## src/rtl/gpio_irq_pkg.sv

```systemverilog
package gpio_irq_pkg;
    localparam int BUS_W  = 32;
    localparam int ADDR_W = 8;

    localparam logic [ADDR_W-1:0] OFF_OUT_SET   = 8'h00;
    localparam logic [ADDR_W-1:0] OFF_OUT_CLR   = 8'h04;
    localparam logic [ADDR_W-1:0] OFF_DIR_SET   = 8'h10;
    localparam logic [ADDR_W-1:0] OFF_DIR_CLR   = 8'h14;
    localparam logic [ADDR_W-1:0] OFF_DIR_RD    = 8'h18;
    localparam logic [ADDR_W-1:0] OFF_EN_SET    = 8'h20;
    localparam logic [ADDR_W-1:0] OFF_EN_CLR    = 8'h24;
    localparam logic [ADDR_W-1:0] OFF_MSK_SET   = 8'h30;
    localparam logic [ADDR_W-1:0] OFF_MSK_CLR   = 8'h34;
    localparam logic [ADDR_W-1:0] OFF_EDGE_SET  = 8'h40;
    localparam logic [ADDR_W-1:0] OFF_EDGE_CLR  = 8'h44;
    localparam logic [ADDR_W-1:0] OFF_POL_SET   = 8'h50;
    localparam logic [ADDR_W-1:0] OFF_POL_CLR   = 8'h54;
    localparam logic [ADDR_W-1:0] OFF_DEB_SET   = 8'h60;
    localparam logic [ADDR_W-1:0] OFF_DEB_CLR   = 8'h64;
    localparam logic [ADDR_W-1:0] OFF_PEND_RD   = 8'h70;
    localparam logic [ADDR_W-1:0] OFF_ACK       = 8'h78;
    localparam logic [ADDR_W-1:0] OFF_PIN_RD    = 8'h80;
    localparam logic [ADDR_W-1:0] OFF_GATE      = 8'hA0;
    localparam logic [ADDR_W-1:0] OFF_BOTH_SET  = 8'hB0;
    localparam logic [ADDR_W-1:0] OFF_BOTH_CLR  = 8'hB4;
    localparam logic [ADDR_W-1:0] OFF_BOTH_RD   = 8'hB8;
endpackage

```

## src/rtl/gpio_cfg_regs.sv

```systemverilog
module gpio_cfg_regs
    import gpio_irq_pkg::*;
#(
    parameter int NLINES = 32
) (
    input  logic              clk,
    input  logic              rst_n,
    input  logic              wr_en,
    input  logic [ADDR_W-1:0] addr,
    input  logic [BUS_W-1:0]  wdata,
    output logic [NLINES-1:0] out_val,
    output logic [NLINES-1:0] drive,
    output logic [NLINES-1:0] irq_en,
    output logic [NLINES-1:0] irq_msk,
    output logic [NLINES-1:0] is_edge,
    output logic [NLINES-1:0] pol_hi,
    output logic [NLINES-1:0] deb_on,
    output logic [NLINES-1:0] both_on,
    output logic              gate_on,
    output logic [NLINES-1:0] ack
);
    typedef struct packed {
        logic [NLINES-1:0] out_val;
        logic [NLINES-1:0] drive;
        logic [NLINES-1:0] irq_en;
        logic [NLINES-1:0] irq_msk;
        logic [NLINES-1:0] is_edge;
        logic [NLINES-1:0] pol_hi;
        logic [NLINES-1:0] deb_on;
        logic [NLINES-1:0] both_on;
        logic              gate_on;
    } cfg_t;

    cfg_t cfg_d, cfg_q;
    logic [NLINES-1:0] wbits;

    assign wbits = wdata[NLINES-1:0];

    always_comb begin
        cfg_d = cfg_q;
        ack   = '0;
        if (wr_en) begin
            case (addr)
                OFF_OUT_SET:  cfg_d.out_val = cfg_q.out_val | wbits;
                OFF_OUT_CLR:  cfg_d.out_val = cfg_q.out_val & ~wbits;
                OFF_DIR_SET:  cfg_d.drive   = cfg_q.drive | wbits;
                OFF_DIR_CLR:  cfg_d.drive   = cfg_q.drive & ~wbits;
                OFF_EN_SET:   cfg_d.irq_en  = cfg_q.irq_en | wbits;
                OFF_EN_CLR:   cfg_d.irq_en  = cfg_q.irq_en & ~wbits;
                OFF_MSK_SET:  cfg_d.irq_msk = cfg_q.irq_msk | wbits;
                OFF_MSK_CLR:  cfg_d.irq_msk = cfg_q.irq_msk & ~wbits;
                OFF_EDGE_SET: cfg_d.is_edge = cfg_q.is_edge | wbits;
                OFF_EDGE_CLR: cfg_d.is_edge = cfg_q.is_edge & ~wbits;
                OFF_POL_SET:  cfg_d.pol_hi  = cfg_q.pol_hi | wbits;
                OFF_POL_CLR:  cfg_d.pol_hi  = cfg_q.pol_hi & ~wbits;
                OFF_DEB_SET:  cfg_d.deb_on  = cfg_q.deb_on | wbits;
                OFF_DEB_CLR:  cfg_d.deb_on  = cfg_q.deb_on & ~wbits;
                OFF_BOTH_SET: cfg_d.both_on = cfg_q.both_on | wbits;
                OFF_BOTH_CLR: cfg_d.both_on = cfg_q.both_on & ~wbits;
                OFF_GATE:     cfg_d.gate_on = wdata[0];
                OFF_ACK:      ack           = wbits;
                default:      ;
            endcase
        end
    end

    always_ff @(posedge clk or negedge rst_n) begin
        if (!rst_n) cfg_q <= '0;
        else        cfg_q <= cfg_d;
    end

    assign out_val = cfg_q.out_val;
    assign drive   = cfg_q.drive;
    assign irq_en  = cfg_q.irq_en;
    assign irq_msk = cfg_q.irq_msk;
    assign is_edge = cfg_q.is_edge;
    assign pol_hi  = cfg_q.pol_hi;
    assign deb_on  = cfg_q.deb_on;
    assign both_on = cfg_q.both_on;
    assign gate_on = cfg_q.gate_on;
endmodule

```

## src/rtl/gpio_in_filter.sv

```systemverilog
module gpio_in_filter #(
    parameter int NLINES     = 32,
    parameter int DEB_CYCLES = 4
) (
    input  logic              clk,
    input  logic              rst_n,
    input  logic [NLINES-1:0] pin_in,
    input  logic [NLINES-1:0] deb_on,
    output logic [NLINES-1:0] level
);
    localparam int CNT_W = (DEB_CYCLES < 2) ? 1 : $clog2(DEB_CYCLES);
    localparam logic [CNT_W-1:0] CNT_LAST = CNT_W'(DEB_CYCLES - 1);

    typedef struct packed {
        logic [NLINES-1:0]            meta;
        logic [NLINES-1:0]            sync;
        logic [NLINES-1:0]            flt;
        logic [NLINES-1:0][CNT_W-1:0] cnt;
    } flt_t;

    flt_t st_d, st_q;

    always_comb begin
        st_d      = st_q;
        st_d.meta = pin_in;
        st_d.sync = st_q.meta;
        for (int i = 0; i < NLINES; i++) begin
            if (!deb_on[i]) begin
                st_d.flt[i] = st_q.sync[i];
                st_d.cnt[i] = '0;
            end else if (st_q.sync[i] == st_q.flt[i]) begin
                st_d.cnt[i] = '0;
            end else if (st_q.cnt[i] == CNT_LAST) begin
                st_d.flt[i] = st_q.sync[i];
                st_d.cnt[i] = '0;
            end else begin
                st_d.cnt[i] = st_q.cnt[i] + 1'b1;
            end
        end
    end

    always_ff @(posedge clk or negedge rst_n) begin
        if (!rst_n) st_q <= '0;
        else        st_q <= st_d;
    end

    assign level = st_q.flt;
endmodule

```

## src/rtl/gpio_evt_unit.sv

```systemverilog
module gpio_evt_unit #(
    parameter int NLINES = 32
) (
    input  logic              clk,
    input  logic              rst_n,
    input  logic [NLINES-1:0] level,
    input  logic [NLINES-1:0] irq_en,
    input  logic [NLINES-1:0] irq_msk,
    input  logic [NLINES-1:0] is_edge,
    input  logic [NLINES-1:0] pol_hi,
    input  logic [NLINES-1:0] both_on,
    input  logic [NLINES-1:0] ack,
    output logic [NLINES-1:0] pend
);
    typedef struct packed {
        logic [NLINES-1:0] prev;
        logic [NLINES-1:0] held;
    } evt_t;

    evt_t ev_d, ev_q;
    logic [NLINES-1:0] rise, fall, hit;

    always_comb begin
        rise = level & ~ev_q.prev;
        fall = ~level & ev_q.prev;
        for (int i = 0; i < NLINES; i++) begin
            if (both_on[i])      hit[i] = rise[i] | fall[i];
            else if (is_edge[i]) hit[i] = pol_hi[i] ? rise[i] : fall[i];
            else                 hit[i] = 1'b0;
        end
        ev_d.prev = level;
        ev_d.held = (ev_q.held & ~ack) | (hit & irq_en);
        for (int i = 0; i < NLINES; i++) begin
            if (both_on[i] || is_edge[i]) pend[i] = ev_q.held[i];
            else                          pend[i] = ~(level[i] ^ pol_hi[i]);
        end
        pend = pend & irq_en & ~irq_msk;
    end

    always_ff @(posedge clk or negedge rst_n) begin
        if (!rst_n) ev_q <= '0;
        else        ev_q <= ev_d;
    end
endmodule

```

## src/rtl/gpio_irq_ctrl.sv

```systemverilog
module gpio_irq_ctrl
    import gpio_irq_pkg::*;
#(
    parameter int NLINES     = 32,
    parameter int DEB_CYCLES = 4
) (
    input  logic              clk,
    input  logic              rst_n,
    input  logic              wr_en,
    input  logic              rd_en,
    input  logic [ADDR_W-1:0] addr,
    input  logic [BUS_W-1:0]  wdata,
    output logic [BUS_W-1:0]  rdata,
    input  logic [NLINES-1:0] pin_in,
    output logic [NLINES-1:0] pin_out,
    output logic [NLINES-1:0] pin_oe,
    output logic              irq_out
);
    typedef struct packed {
        logic [BUS_W-1:0] rdata;
    } rd_t;

    logic [NLINES-1:0] irq_en, irq_msk, is_edge, pol_hi, deb_on, both_on, ack;
    logic [NLINES-1:0] level, pend;
    logic              gate_on;
    rd_t               rd_d, rd_q;

    gpio_cfg_regs #(.NLINES(NLINES)) u_cfg (
        .clk(clk), .rst_n(rst_n), .wr_en(wr_en), .addr(addr), .wdata(wdata),
        .out_val(pin_out), .drive(pin_oe), .irq_en(irq_en), .irq_msk(irq_msk),
        .is_edge(is_edge), .pol_hi(pol_hi), .deb_on(deb_on), .both_on(both_on),
        .gate_on(gate_on), .ack(ack)
    );

    gpio_in_filter #(.NLINES(NLINES), .DEB_CYCLES(DEB_CYCLES)) u_flt (
        .clk(clk), .rst_n(rst_n), .pin_in(pin_in), .deb_on(deb_on), .level(level)
    );

    gpio_evt_unit #(.NLINES(NLINES)) u_evt (
        .clk(clk), .rst_n(rst_n), .level(level), .irq_en(irq_en),
        .irq_msk(irq_msk), .is_edge(is_edge), .pol_hi(pol_hi),
        .both_on(both_on), .ack(ack), .pend(pend)
    );

    always_comb begin
        rd_d.rdata = '0;
        if (rd_en) begin
            case (addr)
                OFF_DIR_RD:  rd_d.rdata = BUS_W'(pin_oe);
                OFF_PEND_RD: rd_d.rdata = BUS_W'(pend);
                OFF_PIN_RD:  rd_d.rdata = BUS_W'(level);
                OFF_GATE:    rd_d.rdata = BUS_W'(gate_on);
                OFF_BOTH_RD: rd_d.rdata = BUS_W'(both_on);
                default:     rd_d.rdata = '0;
            endcase
        end
    end

    always_ff @(posedge clk or negedge rst_n) begin
        if (!rst_n) rd_q <= '0;
        else        rd_q <= rd_d;
    end

    assign rdata   = rd_q.rdata;
    assign irq_out = gate_on & (|pend);
endmodule

```

## config.mk

```make
export PLATFORM = sky130hd
export DESIGN_NAME = gpio_irq_ctrl
export DESIGN_NICKNAME = d
export VERILOG_FILES = /design/src/rtl/gpio_irq_pkg.sv /design/src/rtl/gpio_cfg_regs.sv /design/src/rtl/gpio_in_filter.sv /design/src/rtl/gpio_evt_unit.sv /design/src/rtl/gpio_irq_ctrl.sv
export SDC_FILE = /design/constraint.sdc
export NUM_CORES = 1
export LEC_CHECK = 0
export BUFFER_PORTS_ARGS = -buffer_cell sky130_fd_sc_hd__buf_4
export CAP_MARGIN = 20
export CORE_AREA = 2 2 155 271
export CTS_CLUSTER_SIZE = 28
export DETAILED_ROUTE_END_ITERATION = 10
export DIE_AREA = 0 0 157 273
export GPL_ROUTABILITY_DRIVEN = 0
export HOLD_SLACK_MARGIN = 0.12
export PLACE_DENSITY = 0.76
export SLEW_MARGIN = 0
export SYNTH_ARGS = -nofsm -noshare
export SYNTH_HDL_FRONTEND = slang
export SYNTH_HIERARCHICAL = 1
export SYNTH_SLANG_ARGS = --single-unit
```

## constraint.sdc

```tcl
create_clock -name clk -period 2.4 [get_ports clk]
set_clock_uncertainty 0.15 [all_clocks]
set_input_delay 0 -clock clk [delete_from_list [all_inputs] [get_ports clk]]
set_output_delay 0 -clock clk [all_outputs]
set_load 0.02 [all_outputs]
```

; Yosys cells after proc, flatten, opt, wreduce, memory -nomap -nowiden
; Index checks and enable logic that the tools add are counted.
[classes]
n_mux = 332
n_reduce_logical = 83
addsub = 32
n_bitwise = 125
n_eq_ne = 149
[ops]
columns = cell, count
row1 = case mux 32 bit (2 select lines), 8
row2 = bitwise AND 32 bit, 14
row3 = OR 32 bit, 9
row4 = two-way mux 1 bit, 224
row5 = two-way mux 2 bit, 96
row6 = inverter 32 bit, 5
row7 = case mux 32 bit (5 select lines), 1
row8 = two-way mux 32 bit, 3
row9 = AND reduction 2 bit, 41
row10 = adder 2 x 1 -> 2 bit (second input constant), 32
row11 = == test 2 bit (second input constant), 32
row12 = == test 8 x 7 -> 1 bit (second input constant), 8
row13 = inequality test 2 x 1 -> 1 bit (second input constant), 32
row14 = inequality test 2 bit (second input constant), 32
row15 = == test 8 bit (second input constant), 5
row16 = == test 1 bit, 32
row17 = == test 8 x 6 -> 1 bit (second input constant), 4
row18 = logical OR 1 bit, 32
row19 = inverter 1 bit, 32
row20 = OR 1 bit, 32
row21 = OR reduction 32 bit, 1
row22 = XOR 1 bit, 32
row23 = == test 8 x 5 -> 1 bit (second input constant), 3
row24 = nonzero test 2 bit, 8
row25 = other kinds (3), 3
[word_totals]
wordCells = 799
out_inout_bits = 97
regBits = 513

; Depth between registers and ports, before layout
[depth]
ltp_word = 7
depth_mapped = 7

; Cells and area by module
; Netlist, hierarchy kept.
[modules_own_cells]
columns = mod, n_inst, cells_each, area_per_inst_um2
row1 = gpio_cfg_regs, 1, 1045, 11095.6
row2 = gpio_in_filter, 1, 416, 6317.3
row3 = gpio_evt_unit, 1, 512, 5165.0
row4 = gpio_irq_ctrl, 1, 210, 2025.7

; Worst setup path after synthesis
; OpenSTA, ideal clock, no wires.
[synth_timing]
path_kind = register to register
from = register u_flt.st_q (netlist bit u_flt/level[30])
to = register rd_q (netlist bit rdata[30])
path_buffers = 1
required_time_ns = 2.184
path_slack_ns = 0.754
t_arrival_ns = 1.430
path_stages_with_launch = 7
path_cell_list = dfrtp_1 > buf_4 > xor2_1 > a2111oi_2 > a22oi_1 > o22ai_1 > and2_1
[synth_rtl]
columns = item, line
row1 = "start, declared", gpio_in_filter.sv:21  ; flt_t st_d, st_q;
row2 = "start signal, assigned", gpio_in_filter.sv:44  ; else st_q <= st_d;
row3 = "end signal, assigned", gpio_irq_ctrl.sv:61  ; else rd_q <= rd_d;
row4 = "end, declared", gpio_irq_ctrl.sv:26  ; rd_t rd_d, rd_q;

; Worst setup path after layout
[layout_timing]
from = register u_flt.st_q (netlist bit u_flt/level[13])
to = output port irq_out
[layout_between]
elab_chain_len = 7
[layout_rtl]
columns = item, line
row1 = XOR 1 bit, gpio_evt_unit.sv:35  ; else pend[i] = ~(level[i] ^ pol_hi[i]);
row2 = inverter 1 bit, gpio_evt_unit.sv:35
row3 = two-way mux 1 bit, gpio_evt_unit.sv:34  ; if (both_on[i] || is_edge[i]) pend[i] = ev_q.held[i];
row4 = bitwise AND 32 bit (2 in a row), gpio_evt_unit.sv:37  ; pend = pend & irq_en & ~irq_msk;
row5 = net pend[13], gpio_irq_ctrl.sv:24  ; logic [NLINES-1:0] level, pend;
row6 = OR reduction 32 bit, gpio_irq_ctrl.sv:65  ; assign irq_out = gate_on & (|pend);
row7 = bitwise AND 1 bit, gpio_irq_ctrl.sv:65
row8 = "end, declared", gpio_irq_ctrl.sv:17  ; output logic irq_out
; The timed path passes the listed nets, and every way through them passes these cells.

==> out/summary.md <==
The run finished, with violations left. The checks that failed: setup timing. The top-level port count is 173, and the post-detailed-route DRC marker count is 0. The number of design-rule violations left by the first detailed-router iteration was 2022. TritonCTS built the clock tree.

The analysis attributes to cell leakage a power of 0.01364 µW. The logs give 2698 for the number of filler cells placed in the layout and 2355 for the net count after synthesis. The first global-routing pass estimated 110600 µm of wire. The share of the clock period used by the worst path after layout works out to 105.8%. A synthesized cell averages 11.27 µm².

The clock-pin slew of the registers on the worst-case setup and hold paths works out to 0.06 ns. The fraction of post-synthesis cell area in the top cell type by area is 52.18%. No sink is reached through more buffers than the 3 on the longest clock path. Timing would allow up to 0.3938 GHz.

Global routing used 33.13% of the available tracks. The detail route stage leaves a number of antenna-violating nets equal to 0. The core region is 40590 µm².

The kind of end point of the critical path was a primary output. The die covers 42860 µm². The floorplan step set the die height to 273 µm. Cells fill 73.27% of the core in the end. The highest cell delay on the worst timing path was 0.41 ns; the mean routed wirelength per cell was 24.39 µm. The synthesized design contains 513 register bits.

The tools report the number of hold-slack violations in the final timing report as 0. The proportion of layout cells with a drive suffix above 1 is 22.09%, and the part of the total power dissipated in the clock network is 37.2%. For the worst-skew pair, the clock arrives at the later sink with an insertion delay of 0.58 ns.

For the worst setup path, the data required time is 2.25 ns. The number of clock buffers added by TritonCTS is 47. The run gives 20140 as the via count of the first global-routing pass. The run gives 0 as the max-capacitance violation count. The tools report the number of setup violations in the final report as 1. After the last flow step, the layout net total stands at 2553. Synthesis produced 2183 cells.

For this configuration, the core starts out at a cell density of 60.62%. The most used flip-flop cell after synthesis is sky130_fd_sc_hd__dfrtp_1. The horizontal die dimension was 157 µm; the multi-input logic area was 10560 µm². The number of flops mapped to enable cells by yosys was 0; the transition time at the pin with the least slew margin was 0.6496 ns. The total power of the final layout is 20200 µW. The placed wire-length estimate came out at 42130 µm. The critical path is of the reg -> out type. The via count is 19790. The post-detailed-route via-to-cell ratio was 6.676. Entering global routing, the biggest net connects 107 pins.

The arrival time reported for the critical path endpoint came out at 2.39 ns. The total stage count of the critical path came out at 7. Share of total power in combinational logic: 14.1%. In this run the tightest slew margin relative to its limit is 56.70%. Summing every instance area after synthesis gives 24600 µm².

The total power per unit cell area is 679.3 nW/µm², and the sequential group share of total power is 48.6%. The number of buffer and inverter stages on the critical path is 2. After synthesis, flip-flops and latches occupy 52.18% of the total area. In this run the number of H-tree levels came out at 2. The count of standard-cell rows came out at 98.

Counting instances in the post-synthesis netlist gives the leading cell types as sky130_fd_sc_hd__dfrtp_1 (513), sky130_fd_sc_hd__a31oi_1 (448), sky130_fd_sc_hd__inv_1 (128). The run gives -0.1394 ns as the final worst-path setup slack. The worst IR drop on VDD came out at 0.0007035 V. The proportion of total power due to net switching was 26.94%; the growth of design area from synthesis to finish was 20.87%.

The family of cells with the greatest summed delay on the critical path is simple AND/OR/NAND/NOR gates. Along the worst path, the maximum fanout reaches 2. The routed design could run at a clock period as short as 2.539 ns. Counting distinct cell types in the post-synthesis netlist gives 43.

For the setup slack at placement, the log shows 0.2618 ns. The type of origin of the critical path is a flip-flop. The critical path starts at u_flt/level[13]$_DFFE_PN0P_. The analysis attributes to net switching a power of 5443 µW. Yosys instantiated no cell more often than sky130_fd_sc_hd__dfrtp_1. The type of the most critical hold path is in -> reg.

The warning count from the yosys run is 6. During placement, the flow inserted port buffers numbering 172. Setup repair after global routing could not meet its margin everywhere. The run gives 1 as the initial antenna violation count. The logs give 12850 µm² for the area taken by flip-flops and latches and 0 for the remaining global-route overflow. The buffer cell driving the clock tree root is sky130_fd_sc_hd__clkbuf_16. Of all cell types, the one taking the most synthesized area is sky130_fd_sc_hd__dfrtp_1. The routed design has 72290 µm of wire. Hold path startpoint: addr[3]. The number of cells on the worst reg-to-reg path came out at 5. Among all stages on the critical path, the largest delay is contributed by sky130_fd_sc_hd__dfrtp_1.

Counting flops with an async set or reset pin after synthesis yields a share of 100.0%. The count of cells along the worst hold path is 4. The tools report the iteration count of the initial detailed-routing pass as 7. Walking the worst path, the cells encountered are xor2_2, a2111oi_4, nor4_4, nand4_1, buf_4, o21a_1, buf_6. The number of pins with negative max-slew slack in the final report was 0.

Internal power comes to 14760 µW. By area the synthesized netlist is led by sky130_fd_sc_hd__dfrtp_1 (52%), sky130_fd_sc_hd__a31oi_1 (11%), sky130_fd_sc_hd__ha_1 (4.9%), sky130_fd_sc_hd__a41oi_1 (2.3%), sky130_fd_sc_hd__nand3b_1 (2.0%). The tools report the count of clock tree sinks as 513.
## final timing paths
check	endpoint	slack, ns
min in group asynchronous	u_evt/ev_q[57]$_DFF_PN0_	0.47
worst min-delay path	rdata[5]$_DFF_PN0_	0.13
worst max-delay path	irq_out	-0.14
worst max register to register	rdata[9]$_DFF_PN0_	0.46
worst min register to register	u_flt/st_q[110]$_DFF_PN0_	0.19
max in group asynchronous	u_flt/level[6]$_DFFE_PN0P_	1.07
## logic make-up after synthesis
kind of cell	after synthesis	synth area share, %
XOR/XNOR	64	2.278
AO/OA/AOI/OAI	708	21.01
AND/OR/NAND/NOR	358	9.174
multiplexers	66	3.346
adder cells (fa/ha/maj)	96	4.882
buffers and inverters	378	7.130
flip-flops	513	52.18
## timing repair
item                                    CTS  global route
endpoints found under the hold margin   866           194
endpoints found under the setup margin    1            68
cloned                                    0             3
pin swaps                                10            25
buffers inserted                          5            11
hold buffers                            116             3
resized for setup                        18            60
## power by group through the flow
stage                     Sequential, µW  Clock [µW]  Combinational (µW)
after floorplan                     9870           0                1510
after global placement              9900           0                2380
after detailed placement            9940           0                2480
after CTS                           9790        7610                2700
after global routing                9890        7960                3080
final                               9820        7520                2860
## stage by stage
stage	instance area (µm²)	hold slack (ns)	instances	TNS, ns
6_report	29740	0.1255	2964	-0.1394
5_1_grt	29740	0.1393	2964	-0.2550
4_1_cts	29250	0.1258	2953	-2.272
3_5_place_dp	26390	-0.2201	2751	0
3_3_place_gp	26390	-0.2250	2751	0
2_1_floorplan	24600	-0.4456	2183	0
## layout make-up
type                    instances  area share [%]
diodes                          1        0.008415
clock buffers                  69           4.712
clock inverters                12          0.3997
inverters                     129           1.628
multi-input cells            1292           35.51
flip-flops and latches        513           43.23
well taps                     550           2.314
repair buffers                398           12.20
## per-layer routing
layer / global-route usage (%) / wire [µm] / up-vias
met5: 0 / 0 / -
met4: 16.97 / 3817 / 0
met3: 6.089 / 6086 / 253
met2: 55.57 / 36050 / 1144
met1: 40.84 / 26340 / 9899
li1: - / - / 8491
## worst min-delay path: cells and delay by family
| family | cells | cell delay [ns] |
|---|---|---|
| buf+inv | 1 | 0.10 |
| simple gates | 2 | 0.57 |
| compound gates | 1 | 0.12 |
## placed cells by master, fill, tap and decap left out, types with 8 or more instances in the layout
cell type                         n
sky130_fd_sc_hd__xor2_2          15
sky130_fd_sc_hd__a22oi_1         63
sky130_fd_sc_hd__a2111oi_2       13
sky130_fd_sc_hd__nand3b_1        65
sky130_fd_sc_hd__xor2_1          30
sky130_fd_sc_hd__dlygate4sd3_1  113
sky130_fd_sc_hd__xnor2_1         19
sky130_fd_sc_hd__a31oi_1        448
sky130_fd_sc_hd__nor2_1          94
sky130_fd_sc_hd__o21ba_1         31
sky130_fd_sc_hd__a41oi_1         64
sky130_fd_sc_hd__dfrtp_1        499
sky130_fd_sc_hd__ha_1            96
sky130_fd_sc_hd__nor3_1          20
sky130_fd_sc_hd__o22ai_1         32
sky130_fd_sc_hd__and3_1           8
sky130_fd_sc_hd__clkbuf_1        10
sky130_fd_sc_hd__mux2_4          32
sky130_fd_sc_hd__dfrtp_2         14
sky130_fd_sc_hd__o221ai_1        32
sky130_fd_sc_hd__inv_1          128
sky130_fd_sc_hd__and2_1          32
sky130_fd_sc_hd__nand2b_4        32
sky130_fd_sc_hd__buf_4          252
sky130_fd_sc_hd__nand2_1         52
sky130_fd_sc_hd__clkbuf_16       52
sky130_fd_sc_hd__a2111oi_4       19
sky130_fd_sc_hd__mux2i_1         32
sky130_fd_sc_hd__clkbuf_8        10
sky130_fd_sc_hd__and3_2          18
sky130_fd_sc_hd__buf_12          19
Note: power is estimated with default switching activity, not from simulation.
